`config.mk`:
```
export PLATFORM = sky130hd
export DESIGN_NAME = cdr_lock_switch
export DESIGN_NICKNAME = d
export VERILOG_FILES = /design/src/rtl/cdr_lock_switch_pkg.sv /design/src/rtl/cdr_override_decode.sv /design/src/rtl/cdr_freq_window.sv /design/src/rtl/cdr_lock_fsm.sv /design/src/rtl/cdr_lock_switch.sv
export SDC_FILE = /design/constraint.sdc
export NUM_CORES = 1
export LEC_CHECK = 0
export ABC_CLOCK_PERIOD_IN_PS = 3200
export BUFFER_PORTS_ARGS = -buffer_cell sky130_fd_sc_hd__buf_2
export CAP_MARGIN = 20
export CORE_MARGIN = 5
export CORE_UTILIZATION = 54
export DETAILED_ROUTE_END_ITERATION = 10
export PLACE_DENSITY = 0.74
export SLEW_MARGIN = 5
export SYNTH_ARGS = -nofsm -noshare
export SYNTH_HDL_FRONTEND = slang
export SYNTH_HIERARCHICAL = 1
export SYNTH_SLANG_ARGS = --single-unit
export TNS_END_PERCENT = 50
```
`constraint.sdc`:
```
create_clock -name clk -period 3.2 [get_ports clk]
set_input_delay 0.16 -clock clk [delete_from_list [all_inputs] [get_ports clk]]
set_output_delay 0.16 -clock clk [all_outputs]
set_load 0.05 [all_outputs]
```
`src/rtl/cdr_lock_switch_pkg.sv`:
```
// Package: shared types for the lock-mode switchover controller.
// Assumes: nothing beyond IEEE 1800-2017 enums.
package cdr_lock_switch_pkg;

    // Decoded override mode
    typedef enum logic [1:0] {
        MODE_AUTO = 2'd0,
        MODE_REF  = 2'd1,
        MODE_DATA = 2'd2
    } sw_mode_t;

    // Lock tracking state
    typedef enum logic [1:0] {
        ST_REF  = 2'd0,
        ST_PEND = 2'd1,
        ST_DATA = 2'd2
    } sw_state_t;

endpackage

```
`src/rtl/cdr_override_decode.sv`:
```
// Module: decodes the two override pins into a mode and flags a mode change.
// Assumes: inputs are synchronous to clk; data override has priority.
module cdr_override_decode
    import cdr_lock_switch_pkg::*;
(
    input  logic     clk,
    input  logic     rst_n,
    input  logic     force_data,
    input  logic     force_ref,
    output sw_mode_t mode_sel,
    output logic     mode_chg
);

    sw_mode_t mode_q;

    // Priority decode of the override pins
    always_comb begin
        if (force_data)
            mode_sel = MODE_DATA;
        else if (force_ref)
            mode_sel = MODE_REF;
        else
            mode_sel = MODE_AUTO;
    end

    // Remember the mode applied at the previous edge
    always_ff @(posedge clk) begin
        if (!rst_n)
            mode_q <= MODE_AUTO;
        else
            mode_q <= mode_sel;
    end

    // A change is any difference from the last applied mode
    always_comb mode_chg = (mode_sel != mode_q);

endmodule

```
`src/rtl/cdr_freq_window.sv`:
```
// Module: counts recovered edges over a fixed window of reference cycles and
// judges the total against an integer tolerance derived from a PPM setting.
// Assumes: WIN_CYCLES >= 2; rec_tick holds the edges seen in one cycle.
module cdr_freq_window #(
    parameter int unsigned WIN_CYCLES = 1000,
    parameter int unsigned THRESH_PPM = 2000,
    parameter int unsigned TICK_W     = 2
) (
    input  logic                           clk,
    input  logic                           rst_n,
    input  logic                           restart,
    input  logic [TICK_W-1:0]              rec_tick,
    output logic                           win_done,
    output logic                           win_ok,
    output logic [$clog2(WIN_CYCLES)-1:0]  win_cnt
);

    localparam int unsigned WIN_W    = $clog2(WIN_CYCLES);
    localparam int unsigned MAX_TICK = (1 << TICK_W) - 1;
    localparam int unsigned CNT_W    = $clog2(WIN_CYCLES * MAX_TICK + 1);
    localparam logic [63:0] LIMIT64  =
        (64'(WIN_CYCLES) * 64'(THRESH_PPM)) / 64'd1000000;
    localparam logic [63:0] CNT_MAX  = 64'((64'd1 << CNT_W) - 64'd1);
    localparam logic [CNT_W-1:0] LIMIT =
        (LIMIT64 > CNT_MAX) ? {CNT_W{1'b1}} : LIMIT64[CNT_W-1:0];
    localparam logic [CNT_W-1:0] TARGET = CNT_W'(WIN_CYCLES);
    localparam logic [WIN_W-1:0] LAST   = WIN_W'(WIN_CYCLES - 1);

    logic [CNT_W-1:0] edge_cnt;
    logic [CNT_W-1:0] total;
    logic [CNT_W-1:0] delta;
    logic             at_end;

    // Window end is the last cycle, unless a restart overrides it
    always_comb at_end = (win_cnt == LAST);
    always_comb win_done = at_end && !restart;

    // Count including the current cycle's edges
    always_comb total = edge_cnt + CNT_W'(rec_tick);

    // Absolute distance from the ideal count
    always_comb begin
        if (total >= TARGET)
            delta = total - TARGET;
        else
            delta = TARGET - total;
    end

    // Tolerance verdict, meaningful when win_done is high
    always_comb win_ok = (delta <= LIMIT);

    // Reference-cycle counter for the window
    always_ff @(posedge clk) begin
        if (!rst_n)
            win_cnt <= '0;
        else if (restart || at_end)
            win_cnt <= '0;
        else
            win_cnt <= win_cnt + 1'b1;
    end

    // Recovered-edge accumulator for the window
    always_ff @(posedge clk) begin
        if (!rst_n)
            edge_cnt <= '0;
        else if (restart || at_end)
            edge_cnt <= '0;
        else
            edge_cnt <= total;
    end

endmodule

```
`src/rtl/cdr_lock_fsm.sv`:
```
// Module: lock-tracking state machine. Forced modes set the state directly.
// Automatic mode needs two good windows in a row to lock and drops on one bad one.
// Assumes: win_done is already suppressed on a restart edge.
module cdr_lock_fsm
    import cdr_lock_switch_pkg::*;
(
    input  logic     clk,
    input  logic     rst_n,
    input  sw_mode_t mode_sel,
    input  logic     mode_chg,
    input  logic     win_done,
    input  logic     win_ok,
    output logic     lock_q,
    output logic     flk_q
);

    sw_state_t state_q;
    sw_state_t state_d;

    // Next-state selection
    always_comb begin
        state_d = state_q;
        unique case (mode_sel)
            MODE_DATA: state_d = ST_DATA;
            MODE_REF:  state_d = ST_REF;
            default: begin
                if (mode_chg) begin
                    state_d = ST_REF;
                end else if (win_done) begin
                    unique case (state_q)
                        ST_REF:  state_d = win_ok ? ST_PEND : ST_REF;
                        ST_PEND: state_d = win_ok ? ST_DATA : ST_REF;
                        ST_DATA: state_d = win_ok ? ST_DATA : ST_REF;
                        default: state_d = ST_REF;
                    endcase
                end
            end
        endcase
    end

    // State register
    always_ff @(posedge clk) begin
        if (!rst_n)
            state_q <= ST_REF;
        else
            state_q <= state_d;
    end

    // Registered lock select
    always_ff @(posedge clk) begin
        if (!rst_n)
            lock_q <= 1'b0;
        else
            lock_q <= (state_d == ST_DATA);
    end

    // Registered status flag, kept in its own flop
    always_ff @(posedge clk) begin
        if (!rst_n)
            flk_q <= 1'b0;
        else
            flk_q <= (state_d == ST_DATA);
    end

endmodule

```
`src/rtl/cdr_lock_switch.sv`:
```
// Module: top of the lock-mode switchover controller. Decodes the overrides,
// runs the windowed frequency check and drives the lock select and status.
// Assumes: one clock domain (reference); rec_tick is already in that domain.
module cdr_lock_switch
    import cdr_lock_switch_pkg::*;
#(
    parameter int unsigned WIN_CYCLES = 1000,
    parameter int unsigned THRESH_PPM = 2000,
    parameter int unsigned TICK_W     = 2
) (
    input  logic              clk,
    input  logic              rst_n,
    input  logic              force_data,
    input  logic              force_ref,
    input  logic [TICK_W-1:0] rec_tick,
    output logic              lock_to_data,
    output logic              freq_locked
);

    localparam int unsigned WIN_W = $clog2(WIN_CYCLES);

    sw_mode_t         mode_sel;
    logic             mode_chg;
    logic             win_done;
    logic             win_ok;
    logic [WIN_W-1:0] win_cnt;

    cdr_override_decode u_decode (
        .clk        (clk),
        .rst_n      (rst_n),
        .force_data (force_data),
        .force_ref  (force_ref),
        .mode_sel   (mode_sel),
        .mode_chg   (mode_chg)
    );

    cdr_freq_window #(
        .WIN_CYCLES (WIN_CYCLES),
        .THRESH_PPM (THRESH_PPM),
        .TICK_W     (TICK_W)
    ) u_window (
        .clk      (clk),
        .rst_n    (rst_n),
        .restart  (mode_chg),
        .rec_tick (rec_tick),
        .win_done (win_done),
        .win_ok   (win_ok),
        .win_cnt  (win_cnt)
    );

    cdr_lock_fsm u_fsm (
        .clk      (clk),
        .rst_n    (rst_n),
        .mode_sel (mode_sel),
        .mode_chg (mode_chg),
        .win_done (win_done),
        .win_ok   (win_ok),
        .lock_q   (lock_to_data),
        .flk_q    (freq_locked)
    );

endmodule

```
==> impl_table.tex <==
\begin{tabular}{lr}
\hline
Metric & Value \\
\hline
\multicolumn{2}{l}{\textbf{Global routing}} \\
Total congestion overflow & 0 \\
Antenna violations before repair & 0 \\
Wire length of the first global-routing pass & 6410 um \\
Maximum number of pins on one net before global-route repair & 23 \\
All-layer global routing usage & 0.178 \\
Vias in the first global route & 1478 \\
\multicolumn{2}{l}{\textbf{STA}} \\
Relative slew slack & 0.385 \\
Achievable clock frequency & 302 MHz \\
Setup repair after global routing missed its margin & yes \\
Max-slew violations & 0 \\
Fin Clk Skew & $\sim$2.7 ps \\
Min Tclk post-route & 3320 ps \\
Final Hold Fails & 0 \\
Min setup slack post-route & -116 ps \\
Smallest hold slack & roughly 90 ps \\
Period utilisation layout & 1.04 \\
Endpoints failing setup & 3 \\
Measured slew at the worst slew-check pin & 919 ps \\
\multicolumn{2}{l}{\textbf{Clock network}} \\
CTS max path bufs & 2 \\
TritonCTS sink count & 27 \\
Clock slew at reported path FFs & 150 ps \\
Cts-stage hold buffer count & 0 \\
H-tree levels & 1 \\
CTS root buf & sky130\_fd\_sc\_hd\_\_clkbuf\_4 \\
Clock tree from TritonCTS & built \\
Cts bufs inserted & 3 \\
Clock network latency to the later pin of the worst-skew pair & 340 ps \\
\multicolumn{2}{l}{\textbf{Power}} \\
Proportion of power drawn by combinational gates & 0.139 \\
Standby leakage power & 0.876 nW \\
Net switching share of the total power & 0.273 \\
PnR Total Power & $\sim$0.58 mW \\
Power density of the placed cells & 265 mW/mm2 \\
Clock network power share & 0.269 \\
Internal power & 0.424 mW \\
Switching component of the power & between 0.15 and 0.2 mW \\
Flop pwr share & 0.592 \\
Peak supply drop & 0.000141 V \\
\multicolumn{2}{l}{\textbf{Final layout}} \\
Fraction of layout instances using a drive strength above 1 & 0.256 \\
Area growth, synth to finish & 17.7\% \\
Filler-free cell count of the finished design & 296 \\
Layout Nets & about 270 \\
Final design utilization & 0.658 \\
Layout Cell Area excl Fill & 0.00220 mm2 \\
Antenna diodes & 0 \\
Commonest non-fill, non-tap cells in the layout & 29 x sky130\_fd\_sc\_hd\_\_nor2\_1, 29 x sky130\_fd\_sc\_hd\_\_buf\_4, 26 x sky130\_fd\_sc\_hd\_\_dfxtp\_1, 14 x sky130\_fd\_sc\_hd\_\_xnor2\_1, 12 x sky130\_fd\_sc\_hd\_\_nand2\_1 \\
\multicolumn{2}{l}{\textbf{Routing}} \\
Remaining routing DRC violations & 0 \\
Final wirelength & 3810 um \\
DR iter-0 viols & 89 \\
Detailed-router iteration count before antenna repair & 5 \\
Vias & 1604 \\
Antenna Nets Post-Route & 0 \\
Ratio of routed vias to standard cells & around 5.4 \\
Average detailed-routed wire length per instance & 12.9 um \\
\multicolumn{2}{l}{\textbf{Critical path}} \\
Family of cells with the greatest summed delay on the critical path & compound AO/OA/AOI/OAI gates \\
CP Data Arrival Time & 3580 ps \\
Largest stage delay on the critical path & between 300 and 400 ps \\
WS Path Type & reg -> reg \\
Startpoint type of the worst setup path & register \\
Critical path fanouts, max & 5 \\
Combined buffer and inverter count along the critical path & 1 \\
CP endpoint kind & register \\
Cell with the most instances on the worst path & sky130\_fd\_sc\_hd\_\_nand3\_1 \\
CP max-delay cell & sky130\_fd\_sc\_hd\_\_a2111oi\_4 \\
Required time worst endpoint & $\sim$3500 ps \\
Ordered cell list for the critical path & ha\_4 -> inv\_2 -> fa\_2 -> nand3b\_1 -> xor2\_2 -> ha\_2 -> xor2\_1 -> xnor2\_1 -> nand3\_1 -> a221oi\_2 -> nand3\_1 -> a2111oi\_4 -> nand4b\_1 -> a311oi\_1 \\
\multicolumn{2}{l}{\textbf{Synthesis}} \\
Yosys reg bits & 27 \\
Fraction of registers with async set or reset after synthesis & 0 \\
Distinct cell type count of the synthesized netlist & 63 \\
Mapped cell area & 0.00187 mm2 \\
Post-synthesis average cell area & 8.49 um2 \\
Number of instances in the synthesized netlist & 220 \\
Net Count, Synth & approximately 240 \\
Number of flops mapped to enable cells by yosys & 0 \\
Most used DFF post-synth & sky130\_fd\_sc\_hd\_\_dfxtp\_1 \\
Fraction of the yosys area taken by sequential cells & 0.290 \\
YS warnings & 6 \\
\multicolumn{2}{l}{\textbf{Floorplanning}} \\
Starting density of the core & 0.559 \\
Die ar. & 0.00473 mm2 \\
FP Rows & 21 \\
Width of the die & about 70 um \\
Die Ht & 68.8 um \\
CORE AREA & 0.00334 mm2 \\
Num ports & 8 \\
\multicolumn{2}{l}{\textbf{Place}} \\
Post-placement cell count & 291 \\
Detailed Place HPWL & between 2000 and 3000 um \\
Count of buffers from port buffering & 7 \\
Global placer's final weighted congestion & around 0.84 \\
Area after detailed placement & 0.00213 mm2 \\
\multicolumn{2}{l}{\textbf{Outcome}} \\
Status & finished with violations \\
Violated checks & setup timing \\
\multicolumn{2}{l}{\textbf{Job}} \\
Max-cap violations & 0 \\
\multicolumn{2}{l}{\textbf{Min path}} \\
Kind of path behind the tightest hold check & in -> reg \\
\hline
\end{tabular}
## routing by layer
layer / up-vias / track usage / routed length (um)
met1: 738 / 0.225 / 1730
met5: - / 0 / 0
met2: 33 / 0.308 / 1860
met3: 5 / 0.0324 / 176
li1: 828 / - / -
met4: 0 / 0.0560 / 38
## cell type report
cell class	count	area, um2
clock buffers	3	22.5
clock inverters	1	7.51
fillers	284	1140
inverters	12	45.0
multi-input cells	171	1270
flip-flops and latches	27	542
well taps	46	57.6
repair buffers	36	253
## flip-flops by register name (all words and copies together) (netlist names)
register and flops:
u_decode/mode_q 2, u_fsm/flk_q 1, u_fsm/state_q 2, u_window/edge_cnt 12, u_window/win_cnt 10
## worst register-to-register path, stage by stage, from the launching register on
cell,delay (ps)
sky130_fd_sc_hd__dfxtp_2,370
sky130_fd_sc_hd__ha_4,140
sky130_fd_sc_hd__inv_2,30
sky130_fd_sc_hd__fa_2,370
sky130_fd_sc_hd__nand3b_1,210
sky130_fd_sc_hd__xor2_2,230
sky130_fd_sc_hd__ha_2,250
sky130_fd_sc_hd__xor2_1,180
sky130_fd_sc_hd__xnor2_1,130
sky130_fd_sc_hd__nand3_1,90
sky130_fd_sc_hd__a221oi_2,270
sky130_fd_sc_hd__nand3_1,170
sky130_fd_sc_hd__a2111oi_4,390
sky130_fd_sc_hd__nand4b_1,160
sky130_fd_sc_hd__a311oi_1,250
## synth_stat cells, types with 2 or more instances
library cell                instances  area share
sky130_fd_sc_hd__a2bb2oi_1          2      0.0094
sky130_fd_sc_hd__and3_1             2      0.0067
sky130_fd_sc_hd__buf_4              3       0.012
sky130_fd_sc_hd__or3_1              2      0.0067
sky130_fd_sc_hd__nand2_1           12       0.024
sky130_fd_sc_hd__xnor2_1           14       0.066
sky130_fd_sc_hd__or4_1              2      0.0080
sky130_fd_sc_hd__buf_2              3      0.0080
sky130_fd_sc_hd__and2_1             5       0.017
sky130_fd_sc_hd__nor4b_2            2       0.016
sky130_fd_sc_hd__nor4_1             2      0.0067
sky130_fd_sc_hd__xor2_1            10       0.047
sky130_fd_sc_hd__nand2b_1           2      0.0067
sky130_fd_sc_hd__nand4_1            5       0.017
sky130_fd_sc_hd__nor2b_1            8       0.027
sky130_fd_sc_hd__nor3_1             6       0.016
sky130_fd_sc_hd__ha_1              11       0.074
sky130_fd_sc_hd__o21a_1             2      0.0080
sky130_fd_sc_hd__nand3b_1           2      0.0080
sky130_fd_sc_hd__nand3_1           11       0.029
sky130_fd_sc_hd__dfxtp_1           27        0.29
sky130_fd_sc_hd__o221ai_1           2      0.0094
sky130_fd_sc_hd__a21oi_1            3      0.0080
sky130_fd_sc_hd__nor2_1            29       0.058
sky130_fd_sc_hd__o21ai_1            2      0.0054
sky130_fd_sc_hd__inv_1             11       0.022
sky130_fd_sc_hd__a31o_2             2      0.0094
sky130_fd_sc_hd__clkbuf_1           3      0.0060
## kinds of logic (layout without fill, tap and decap cells)
group                    count (synthesis)  count (layout)  synth area share
buffers and inverters                   22              52            0.0523
AO/OA/AOI/OAI                           31              31             0.139
XOR/XNOR                                24              24             0.113
multiplexers                             1               1           0.00603
flip-flops                              27              27             0.290
adder cells (fa/ha/maj)                 12              12            0.0844
AND/OR/NAND/NOR                        103             103             0.316
## stage by stage
stage                     TNS, ps  worst slack [ps]
final                        -255              -116
after floorplan              -328              -151
after detailed placement     -252              -117
after global placement       -114             -62.1
after CTS                    -279              -125
after global routing         -871              -328
## final timing paths
| kind | from | cells past startpoint | endpoint | slack (ps) |
|---|---|---|---|---|
| worst min-delay path | rst_n | 2 | u_decode/mode_q[0] | 90 |
| worst min register to register | u_window/win_cnt[0] | 1 | u_window/win_cnt[0] | 460 |
| worst max register to register | u_window/edge_cnt[0] | 14 | u_fsm/flk_q | -120 |
| worst max-delay path | u_window/edge_cnt[0] | 14 | u_fsm/flk_q | -120 |
## power by group through the flow
stage / logic (mW) / clock network [mW] / registers [mW]
after floorplan: 0.0525 / 0 / 0.354
after global placement: 0.0768 / 0 / 0.352
after detailed placement: 0.0779 / 0 / 0.352
after CTS: 0.0784 / 0.163 / 0.345
after global routing: 0.0906 / 0.180 / 0.346
final: 0.0813 / 0.157 / 0.345
## repair_timing
| action | CTS | global route |
|---|---|---|
| pin swaps | 7 | 4 |
| gates resized for setup | 1 | 4 |
| cloned | 0 | 0 |
| buffers inserted | 0 | 1 |
| endpoints found under the setup margin | 3 | 3 |
Power figures use the tool's default switching activity.
